$ cat config.mk
export PLATFORM = sky130hd
export DESIGN_NAME = llq_shaper
export DESIGN_NICKNAME = d
export VERILOG_FILES = /design/src/rtl/llq_pkg.sv /design/src/rtl/llq_period_timer.sv /design/src/rtl/llq_walker.sv /design/src/rtl/llq_bucket.sv /design/src/rtl/llq_shaper.sv
export SDC_FILE = /design/constraint.sdc
export NUM_CORES = 2
export LEC_CHECK = 0
export ABC_AREA = 1
export BUFFER_PORTS_ARGS = -buffer_cell sky130_fd_sc_hd__clkbuf_2
export CORE_ASPECT_RATIO = 1.25
export CORE_MARGIN = 5
export CORE_UTILIZATION = 35
export CTS_BUF_LIST = sky130_fd_sc_hd__clkbuf_2 sky130_fd_sc_hd__clkbuf_4 sky130_fd_sc_hd__clkbuf_8
export DETAILED_ROUTE_END_ITERATION = 10
export GPL_TIMING_DRIVEN = 1
export PLACE_DENSITY = 0.58
export REMOVE_ABC_BUFFERS = 1
export SLEW_MARGIN = 0
export SYNTH_ARGS = -nofsm -noshare
export SYNTH_HDL_FRONTEND = slang
export SYNTH_SLANG_ARGS = --single-unit
$ cat constraint.sdc
create_clock -name clk -period 7.69 [get_ports clk]
set_input_delay 1.538 -clock clk [delete_from_list [all_inputs] [get_ports clk]]
set_output_delay 1.538 -clock clk [all_outputs]
set_load 0.005 [all_outputs]
$ cat src/rtl/llq_pkg.sv
package llq_pkg;

    localparam int RATE_W         = 17;
    localparam int BURST_W        = 6;
    localparam int MODE_W         = 2;
    localparam int LINK_W         = 16;
    localparam int PERIOD_W       = 18;
    localparam int SHAPE_W        = RATE_W + BURST_W + MODE_W;
    localparam int BURST_SHIFT    = 15;   // 4096 bytes * 8 bits
    localparam int OVERHEAD_BYTES = 20;

    typedef enum logic [1:0] {
        CFG_PERIOD = 2'd0,
        CFG_FIRST  = 2'd1,
        CFG_LINK   = 2'd2,
        CFG_SHAPE  = 2'd3
    } cfg_kind_e;

    typedef struct packed {
        logic [MODE_W-1:0]  mode;
        logic [BURST_W-1:0] burst;
        logic [RATE_W-1:0]  rate;
    } shape_t;

    function automatic shape_t unpack_shape(input logic [SHAPE_W-1:0] w);
        return shape_t'(w);
    endfunction

    function automatic logic is_line_mode(input shape_t s);
        return s.mode == '0;
    endfunction

endpackage

$ cat src/rtl/llq_period_timer.sv
module llq_period_timer
    import llq_pkg::*;
#(
    parameter int CLK_NS = 4
) (
    input  logic                clk,
    input  logic                rst,
    input  logic                restart,
    input  logic [PERIOD_W-1:0] period,
    output logic                tick
);
    localparam int ACC_W = PERIOD_W + 1;

    logic [ACC_W-1:0] acc_q;
    logic [ACC_W-1:0] acc_step;

    assign acc_step = acc_q + ACC_W'(CLK_NS);
    assign tick     = (period != '0) && !restart && (acc_step >= {1'b0, period});

    always_ff @(posedge clk) begin
        if (rst || restart || period == '0 || tick) begin
            acc_q <= '0;
        end else begin
            acc_q <= acc_step;
        end
    end
endmodule

$ cat src/rtl/llq_walker.sv
module llq_walker
    import llq_pkg::*;
#(
    parameter int NUM_ELEM = 8,
    parameter int NUM_GRP  = 4,
    localparam int IDX_W   = (NUM_ELEM > 1) ? $clog2(NUM_ELEM) : 1,
    localparam int GRP_W   = (NUM_GRP > 1) ? $clog2(NUM_GRP) : 1
) (
    input  logic                              clk,
    input  logic                              rst,
    input  logic [NUM_GRP-1:0]                tick,
    input  logic [NUM_GRP-1:0]                err_clr,
    input  logic [NUM_GRP-1:0][LINK_W-1:0]    first,
    input  logic [NUM_ELEM-1:0][LINK_W-1:0]   link,
    output logic                              leak_vld,
    output logic [IDX_W-1:0]                  leak_idx,
    output logic [NUM_GRP-1:0]                grp_err
);
    logic [NUM_GRP-1:0] pend_q;
    logic               busy_q;
    logic [LINK_W-1:0]  cur_q;
    logic [GRP_W-1:0]   cur_grp_q;

    logic               cur_ok;
    logic [LINK_W-1:0]  nxt;
    logic               at_end;
    logic               sel_vld;
    logic [GRP_W-1:0]   sel;

    assign cur_ok   = cur_q < LINK_W'(NUM_ELEM);
    assign nxt      = cur_ok ? link[cur_q[IDX_W-1:0]] : cur_q;
    assign at_end   = !cur_ok || (nxt == cur_q);
    assign leak_vld = busy_q && cur_ok;
    assign leak_idx = cur_q[IDX_W-1:0];

    // fixed priority: lowest pending group wins
    always_comb begin
        sel_vld = 1'b0;
        sel     = '0;
        for (int g = NUM_GRP - 1; g >= 0; g--) begin
            if (pend_q[g]) begin
                sel_vld = 1'b1;
                sel     = GRP_W'(g);
            end
        end
    end

    always_ff @(posedge clk) begin
        if (rst) begin
            pend_q    <= '0;
            busy_q    <= 1'b0;
            cur_q     <= '0;
            cur_grp_q <= '0;
            grp_err   <= '0;
        end else begin
            for (int g = 0; g < NUM_GRP; g++) begin
                grp_err[g] <= (grp_err[g] && !err_clr[g]) ||
                              (tick[g] && (pend_q[g] ||
                               (busy_q && cur_grp_q == GRP_W'(g))));
                if (tick[g]) begin
                    pend_q[g] <= 1'b1;
                end else if (!busy_q && sel_vld && sel == GRP_W'(g)) begin
                    pend_q[g] <= 1'b0;
                end
            end
            if (!busy_q) begin
                if (sel_vld) begin
                    busy_q    <= 1'b1;
                    cur_q     <= first[sel];
                    cur_grp_q <= sel;
                end
            end else if (at_end) begin
                busy_q <= 1'b0;
            end else begin
                cur_q <= nxt;
            end
        end
    end
endmodule

$ cat src/rtl/llq_bucket.sv
module llq_bucket
    import llq_pkg::*;
#(
    parameter int LEN_W  = 14,
    parameter int FILL_W = 24
) (
    input  logic             clk,
    input  logic             rst,
    input  shape_t           shape,
    input  logic             tx_en,
    input  logic [LEN_W-1:0] tx_len,
    input  logic             leak_en,
    output logic             elig
);
    localparam int BYTES_W = LEN_W + 1;

    logic [FILL_W-1:0] fill_q;
    logic [BYTES_W-1:0] bytes;
    logic [FILL_W-1:0] add_bits;
    logic [FILL_W:0]   sum;
    logic [FILL_W-1:0] sat;
    logic [FILL_W-1:0] rate_ext;
    logic [FILL_W-1:0] thresh;

    assign bytes    = BYTES_W'(tx_len) +
                      (is_line_mode(shape) ? BYTES_W'(OVERHEAD_BYTES) : '0);
    assign add_bits = tx_en ? FILL_W'({bytes, 3'b000}) : '0;
    assign sum      = {1'b0, fill_q} + {1'b0, add_bits};
    assign sat      = sum[FILL_W] ? '1 : sum[FILL_W-1:0];
    assign rate_ext = FILL_W'(shape.rate);
    assign thresh   = FILL_W'({shape.burst, {BURST_SHIFT{1'b0}}});
    assign elig     = fill_q < thresh;

    always_ff @(posedge clk) begin
        if (rst) begin
            fill_q <= '0;
        end else if (leak_en) begin
            fill_q <= (sat > rate_ext) ? (sat - rate_ext) : '0;
        end else if (tx_en) begin
            fill_q <= sat;
        end
    end
endmodule

$ cat src/rtl/llq_shaper.sv
module llq_shaper
    import llq_pkg::*;
#(
    parameter int NUM_ELEM = 8,
    parameter int NUM_GRP  = 4,
    parameter int CLK_NS   = 4,
    parameter int LEN_W    = 14,
    parameter int FILL_W   = 24,
    localparam int IDX_W   = (NUM_ELEM > 1) ? $clog2(NUM_ELEM) : 1
) (
    input  logic                clk,
    input  logic                rst,
    input  logic                cfg_we,
    input  logic [1:0]          cfg_kind,
    input  logic [LINK_W-1:0]   cfg_idx,
    input  logic [SHAPE_W-1:0]  cfg_wdata,
    input  logic                tx_valid,
    input  logic [IDX_W-1:0]    tx_elem,
    input  logic [LEN_W-1:0]    tx_len,
    output logic [NUM_ELEM-1:0] elig,
    output logic [NUM_GRP-1:0]  grp_err
);
    cfg_kind_e kind;
    assign kind = cfg_kind_e'(cfg_kind);

    logic [NUM_GRP-1:0][PERIOD_W-1:0] period_q;
    logic [NUM_GRP-1:0][LINK_W-1:0]   first_q;
    logic [NUM_ELEM-1:0][LINK_W-1:0]  link_q;
    shape_t [NUM_ELEM-1:0]            shape_q;

    logic [NUM_GRP-1:0]  wr_period;
    logic [NUM_GRP-1:0]  wr_first;
    logic [NUM_ELEM-1:0] wr_link;
    logic [NUM_ELEM-1:0] wr_shape;

    logic [NUM_GRP-1:0]  tick_vec;
    logic [NUM_GRP-1:0]  period_zero_vec;
    logic [NUM_ELEM-1:0] leak_en_vec;
    logic                leak_vld;
    logic [IDX_W-1:0]    leak_idx;

    logic unused_wdata_hi;
    assign unused_wdata_hi = ^cfg_wdata[SHAPE_W-1:PERIOD_W];

    genvar g, e;
    generate
        for (g = 0; g < NUM_GRP; g++) begin : gen_grp
            assign wr_period[g]       = cfg_we && kind == CFG_PERIOD && cfg_idx == LINK_W'(g);
            assign wr_first[g]        = cfg_we && kind == CFG_FIRST  && cfg_idx == LINK_W'(g);
            assign period_zero_vec[g] = period_q[g] == '0;

            always_ff @(posedge clk) begin
                if (rst) begin
                    period_q[g] <= '0;
                    first_q[g]  <= '0;
                end else begin
                    if (wr_period[g]) period_q[g] <= cfg_wdata[PERIOD_W-1:0];
                    if (wr_first[g])  first_q[g]  <= cfg_wdata[LINK_W-1:0];
                end
            end

            llq_period_timer #(.CLK_NS(CLK_NS)) timer_i (
                .clk     (clk),
                .rst     (rst),
                .restart (wr_period[g]),
                .period  (period_q[g]),
                .tick    (tick_vec[g])
            );
        end

        for (e = 0; e < NUM_ELEM; e++) begin : gen_elem
            assign wr_link[e]     = cfg_we && kind == CFG_LINK  && cfg_idx == LINK_W'(e);
            assign wr_shape[e]    = cfg_we && kind == CFG_SHAPE && cfg_idx == LINK_W'(e);
            assign leak_en_vec[e] = leak_vld && leak_idx == IDX_W'(e);

            always_ff @(posedge clk) begin
                if (rst) begin
                    link_q[e]  <= LINK_W'(e);
                    shape_q[e] <= '0;
                end else begin
                    if (wr_link[e])  link_q[e]  <= cfg_wdata[LINK_W-1:0];
                    if (wr_shape[e]) shape_q[e] <= unpack_shape(cfg_wdata);
                end
            end

            llq_bucket #(.LEN_W(LEN_W), .FILL_W(FILL_W)) bucket_i (
                .clk     (clk),
                .rst     (rst),
                .shape   (shape_q[e]),
                .tx_en   (tx_valid && tx_elem == IDX_W'(e)),
                .tx_len  (tx_len),
                .leak_en (leak_en_vec[e]),
                .elig    (elig[e])
            );
        end
    endgenerate

    llq_walker #(.NUM_ELEM(NUM_ELEM), .NUM_GRP(NUM_GRP)) walker_i (
        .clk      (clk),
        .rst      (rst),
        .tick     (tick_vec),
        .err_clr  (wr_first),
        .first    (first_q),
        .link     (link_q),
        .leak_vld (leak_vld),
        .leak_idx (leak_idx),
        .grp_err  (grp_err)
    );
endmodule

Word-level counts from Yosys, hierarchy flattened. Cells that the tools add are included.

Add/sub/neg operators: 28. Order comparisons: 23. Equality and inequality tests: 32. Muxes and demuxes: 75. Bitwise logic cells: 1. Reduce and logical (&&, ||, !) cells: 138.

Operators with widths (count): $mux W24 (32); $add A24 B24 Y25 (8); $gt A24 B17 Y1 (8); $lt A24 B21 Y1 (8); $sub A24 B17 Y24 (8); $mux W18 (8); $add A14 B15 Y15 (8); $mux W16 (6); $add A19 B3 Y19 const B (4); $ge A19 B18 Y1 (4); $logic_not A18 Y1 (4); $reduce_bool A18 Y1 (4); $logic_and A1 B1 Y1 (70); $eq A16 B3 Y1 const B (4); $bmux W16 S3 (1); $mux W5 (8); $bmux W16 S2 (1); $eq A16 B2 Y1 const B (2); $reduce_bool A2 Y1 (13); $eq A3 B3 Y1 const B (8); $logic_not A2 Y1 (11); $logic_or A1 B1 Y1 (21); $eq A16 B1 Y1 const B (1); $eq A16 B16 Y1 (1); other kinds (15) (54).

Register bits: 759. Output and inout bits: 12. Logic and storage cells: 357.

Logic depth before layout (Yosys ltp).
Depth after elaboration: 9. Gate-level depth with buffers: 43. Mapped depth without buffers: 41.

Modules after synthesis. From an unflattened synthesis, not the netlist that was laid out.

Cell total of the unflattened synthesis: 10577. Area total of the unflattened synthesis: 63380.8 um^2.

By module, submodules not included: llq_bucket at gen_elem[0].bucket_i ... (instances 6, cells an instance 677, area each 4010.1 um^2, seq. area each 480.5 um^2); llq_shaper (instances 1, cells an instance 3617, area each 22475.3 um^2, seq. area each 9288.9 um^2); llq_bucket at gen_elem[7].bucket_i (instances 1, cells an instance 704, area each 3985.1 um^2, seq. area each 480.5 um^2); llq_bucket at gen_elem[1].bucket_i (instances 1, cells an instance 684, area each 3890.0 um^2, seq. area each 480.5 um^2); llq_walker (instances 1, cells an instance 678, area each 3414.5 um^2, seq. area each 540.5 um^2); llq_period_timer at gen_grp[0].timer_i ... (instances 2, cells an instance 208, area each 1397.6 um^2, seq. area each 340.3 um^2); llq_period_timer at gen_grp[2].timer_i ... (instances 2, cells an instance 208, area each 1380.1 um^2, seq. area each 340.3 um^2).

Least setup slack after synthesis. No wires, ideal clock.

Path kind: in2reg. Start: input port tx_len[4]. End: register gen_elem[7].bucket_i.fill_q[10]. Data arrival time: 6323 ps. Required time: 7620 ps. Slack: 1297 ps. Cell stages on the path: 35. Buffers on the path: 3. Path through: clkbuf_1 > inv_1 > nor2_1 > inv_1 > o21ai_0 > inv_1 > nor2_1 > nand2_1 > nor3_1 > a21oi_1 > ha_1 > nand2_1 > inv_1 > nand3_1 > nor2_1 > and3_4 > nor2_8 > inv_1 > clkbuf_1 > nor2_1 > ha_1 > fa_1 > nand3b_1 > nand2_1 > a21boi_0 > o21ai_0 > nand3_1 > nand2_1 > nand2_1 > nand2_1 > nand2_1 > nand2_2 > buf_6 > nand3b_1 > a21oi_1.

Word-level cells in the longest chain between the ends: 7. Elaborated cells on any way between the ends: 9. Classes of those cells: add/sub: 3; order compare: 1; mux: 5.

RTL lines: from (decl) (RTL line llq_shaper.sv:19) `input logic [LEN_W-1:0] tx_len,`; $add A14 B15 Y15 * (RTL line llq_bucket.sv:25) `assign bytes = BYTES_W'(tx_len) +`; $mux W18 * (RTL line llq_bucket.sv:27) `assign add_bits = tx_en ? FILL_W'({bytes, 3'b000}) : '0;`; $add A24 B24 Y25 * (RTL line llq_bucket.sv:28) `assign sum = {1'b0, fill_q} + {1'b0, add_bits};`; $mux W24 * (RTL line llq_bucket.sv:29) `assign sat = sum[FILL_W] ? '1 : sum[FILL_W-1:0];`; $sub A24 B17 Y24 or $gt A24 B17 Y1 (tied branches) (RTL line llq_bucket.sv:38) `fill_q <= (sat > rate_ext) ? (sat - rate_ext) : '0;`; $mux W24 (RTL line llq_bucket.sv:38); $mux W24 * (RTL line llq_bucket.sv:37) `end else if (leak_en) begin`; to (signal assigned) (RTL line llq_bucket.sv:38); to (signal assigned) (RTL line llq_bucket.sv:40) `fill_q <= sat;`; to (decl) (RTL line llq_bucket.sv:17) `logic [FILL_W-1:0] fill_q;`.

Mark *: on every way between the ends. The rest lies on a longest branch, timed or not. The select of a mux whose other input is x is not followed. A chain may end at the register's enable or synchronous reset.

Worst setup path in the final report.
Start: input port tx_len[2]. End: register gen_elem[2].bucket_i.fill_q[3].

Word-level cells in the longest chain between the ends: 7. Elaborated cells on any way between the ends: 9. Classes of those cells: add/sub: 3; order compare: 1; mux: 5.

RTL lines (RTL line): $add A14 B15 Y15 * (llq_bucket.sv:25); $mux W18 * (llq_bucket.sv:27); $add A24 B24 Y25 * (llq_bucket.sv:28); $mux W24 * (llq_bucket.sv:29); $sub A24 B17 Y24 or $gt A24 B17 Y1 (tied branches) (llq_bucket.sv:38); $mux W24 (llq_bucket.sv:38); $mux W24 * (llq_bucket.sv:37); to (signal assigned) (llq_bucket.sv:38); to (signal assigned) (llq_bucket.sv:40); to (decl) (llq_bucket.sv:17).

Marked as above.

==> results.md <==
* Remaining global-route overflow at 0
* Largest net degree at the start of global routing at about 150
* Post-synthesis cell area at 0.0545 sq mm
* Vias in the first global route at a little over 50000
* Area growth syn-to-layout at 10.1%
* Crit path capture type: register
* Die height at 451 um
* Placed cell count at 10300
* Total number of clock tree sinks at around 750
* Fraction of the cycle the final worst path needs at 0.844
* Placed wire-length estimate at 137000 um
* Sequential fraction of the synthesis area at 0.276
* Post-detailed-route count of antenna-violating nets at 0
* P_leak at 27.9 nW
* Design Area, Final at 0.0601 sq mm
* Path type of the worst setup path: in -> reg
* Count of buffers inserted at the top-level ports at 75
* Wirelength, routed at 192000 um
* Standard cell with the maximum stage delay on the critical path: fa_1
* Proportion of synthesized flip-flops having asynchronous set or reset at 0
* Number of distinct library cell variants in the gate-level netlist after synthesis at 73
* Clock-pin slew of the registers on the worst-case setup and hold paths at roughly 0.06 ns
* Endpoint arrival time on the critical path at ~7.3 ns
* Post-route insts no fill at 10600
* Clock skew after layout at just under 0.05 ns
* CTS resizes at 0
* Critical path required time at 8.49 ns
* Final min period at approximately 6.5 ns
* Max FO, Critical Path at 16
* Cell taking the most area after synthesis: dfxtp_1
* CTS buffer count at 143
* Final setup violation count at 0
* Site Rows at 162
* Wire length of the first global-routing pass at 292000 um
* Maximum VDD drop at about 0.18 mV
* Synthesized netlist cell count at 8417
* Most used flip-flop cell after synthesis: dfxtp_1
* Post-DR wirelength/cell at 18.1 um
* Total chip power at 9.30 mW
* Run status: completed
* CTS root buffer: clkbuf_8
* Share of Yosys cell area claimed by the top area cell type at 0.276
* Hold-fix buffer count after cts at 0
* Average instance area after synthesis at ~6.5 sq um
* Most used standard cell by instance count after synthesis: nand2_1
* Number of enable flip-flop cells after synthesis at 0
* Pins Over Slew Limit at 0
* Number of DRC markers in iteration 0 at 4438
* Effective utilization at floorplan at 0.351
* TritonCTS clock tree: done
* List of most frequent post-synthesis cells: nand2_1 (1790), inv_1 (1246), a21oi_1 (993), dfxtp_1 (751), nor2_1 (720)
* Register bit count reported by yosys at 751
* Class of the most critical hold timing path: reg -> reg
* Category of the worst setup path launch point: primary input
* Final Wtd Congestion at 0.957
* I/O Pins at 76
* Power density cells at 155 mW/mm^2
* Ranking of synthesized cells by area: dfxtp_1 (28%), nand2_1 (12%), a21oi_1 (9.1%)
* Initial antenna violation count at 21
* Fraction of layout cells with a size suffix above 1 at 0.0909
* Via-to-Cell Ratio at a little over 5
* Post-route DRC at 0
* Maximum Capacitance Violations at 0
* Number of H-tree levels at 4
* Placed Instance Area at around 0.057 sq mm
* Die X at between 300 and 400 um
* Cell count of the worst reg-to-reg path at 32
* Unrepaired setup endpoints after global routing: false
* Area of the core region at 0.155 sq mm
* Die Outline Area at 0.164 sq mm
* Worst slew slack as a fraction of its limit at 0.234
* Count of buffers added by post-CTS timing repair for setup at 0
* Longest individual stage delay on the worst path at between 0.4 and 0.5 ns
* Insertion delay of the later-clocked pin in the worst-skew pair at 0.90 ns
* Vias after detailed routing at 54500
* Number of buffers on the longest clock path at 3
* Count of TritonRoute iterations in the first routing pass at 6
* Fin nets at 8873
* Number of warnings printed during yosys synthesis at 0
* Setup TNS Final at 0 ns
* Total GRT Usage at 0.227
* Cell repeated most along the worst path: nand2_1
* Final Hold Viols at 0
* Measured slew at the worst slew-check pin at 1.15 ns
* Maximum clock frequency at 0.154 GHz
* Depth of the worst hold-timing path at 2
==> state kept, by name, indices dropped and copies added (netlist names), 2 cells and up <==
register and count:
shape_q 200, gen_elem.bucket_i.fill_q 192, link_q 128, period_q 72, gen_grp.timer_i.acc_q 68, first_q 64
walker_i.cur_q 16, walker_i.grp_err 4, walker_i.pend_q 4, walker_i.cur_grp_q 2
==> final timing paths <==
| check | endpoint | from | slack (ns) |
|---|---|---|---|
| setup / recovery | gen_elem[2].bucket_i.fill_q[3] | tx_len[2] | 1.20 |
| hold / removal | link_q[6] | link_q[6] | 0.45 |
| setup reg to reg | gen_elem[2].bucket_i.fill_q[3] | shape_q[74] | 1.71 |
| hold reg to reg | link_q[6] | link_q[6] | 0.45 |
==> cell families after synthesis <==
kind of cell               share of synthesized area
adders and majority gates                     0.0912
and+or+nand+nor                                0.277
other                                      0.0000688
AOI/OAI and AO/OA                              0.202
xor gates and xnor gates                      0.0381
buffers and inverters                          0.116
DFF                                            0.276
==> worst max-delay path: cells and delay by family <==
| family | cells | cell delay [ns] |
|---|---|---|
| AOI/OAI and AO/OA | 7 | 1.53 |
| buffers and inverters | 5 | 0.78 |
| adders and majority gates | 3 | 0.88 |
| and+or+nand+nor | 17 | 2.57 |
==> metrics by stage <==
stage	setup WS, ns	hold slack [ns]	utilization
CTS	1.36	0.447	0.386
global route	0.627	0.463	0.386
floorplan	-1.03	0.417	-
global placement	0.509	0.430	0.365
finish	1.20	0.447	0.386
detailed placement	0.400	0.437	0.365
==> layout by cell type, fill, tap and decap left out, types with 96 or more instances in the layout <==
master	Yosys	routed
nand2_1	1790	1790
inv_1	1246	1246
a21oi_1	993	993
dfxtp_1	751	750
nor2_1	720	719
o21ai_0	660	660
ha_1	372	372
nand3_1	306	304
clkbuf_8	0	184
xor2_1	134	134
nand4_1	110	110
nor3_1	106	105
xnor2_1	103	103
buf_4	17	97
a22oi_1	96	96
==> layout make-up <==
cell class	instances	area [sq um]
antenna	16	40.0
tap	2050	2560
clock inverter	29	387
inverter	1293	4870
multi-input combinational	6059	33200
sequential	751	15000
timing repair buffer	173	1130
clock buffer	222	2820
fill	16800	95400
==> routing by layer <==
layer / track usage / wire, um / vias to the layer above
met5: 0 / 41 / -
met4: 0.105 / 9680 / 6
met1: 0.276 / 79800 / 25100
met3: 0.0332 / 11700 / 428
met2: 0.394 / 90500 / 1535
li1: - / - / 27500
==> power breakdown <==
group	switching (mW)	internal, mW
Combinational	0.674	0.281
Clock	1.91	2.52
Sequential	0.00820	3.90
No activity file was read; power rests on OpenSTA's default activity.
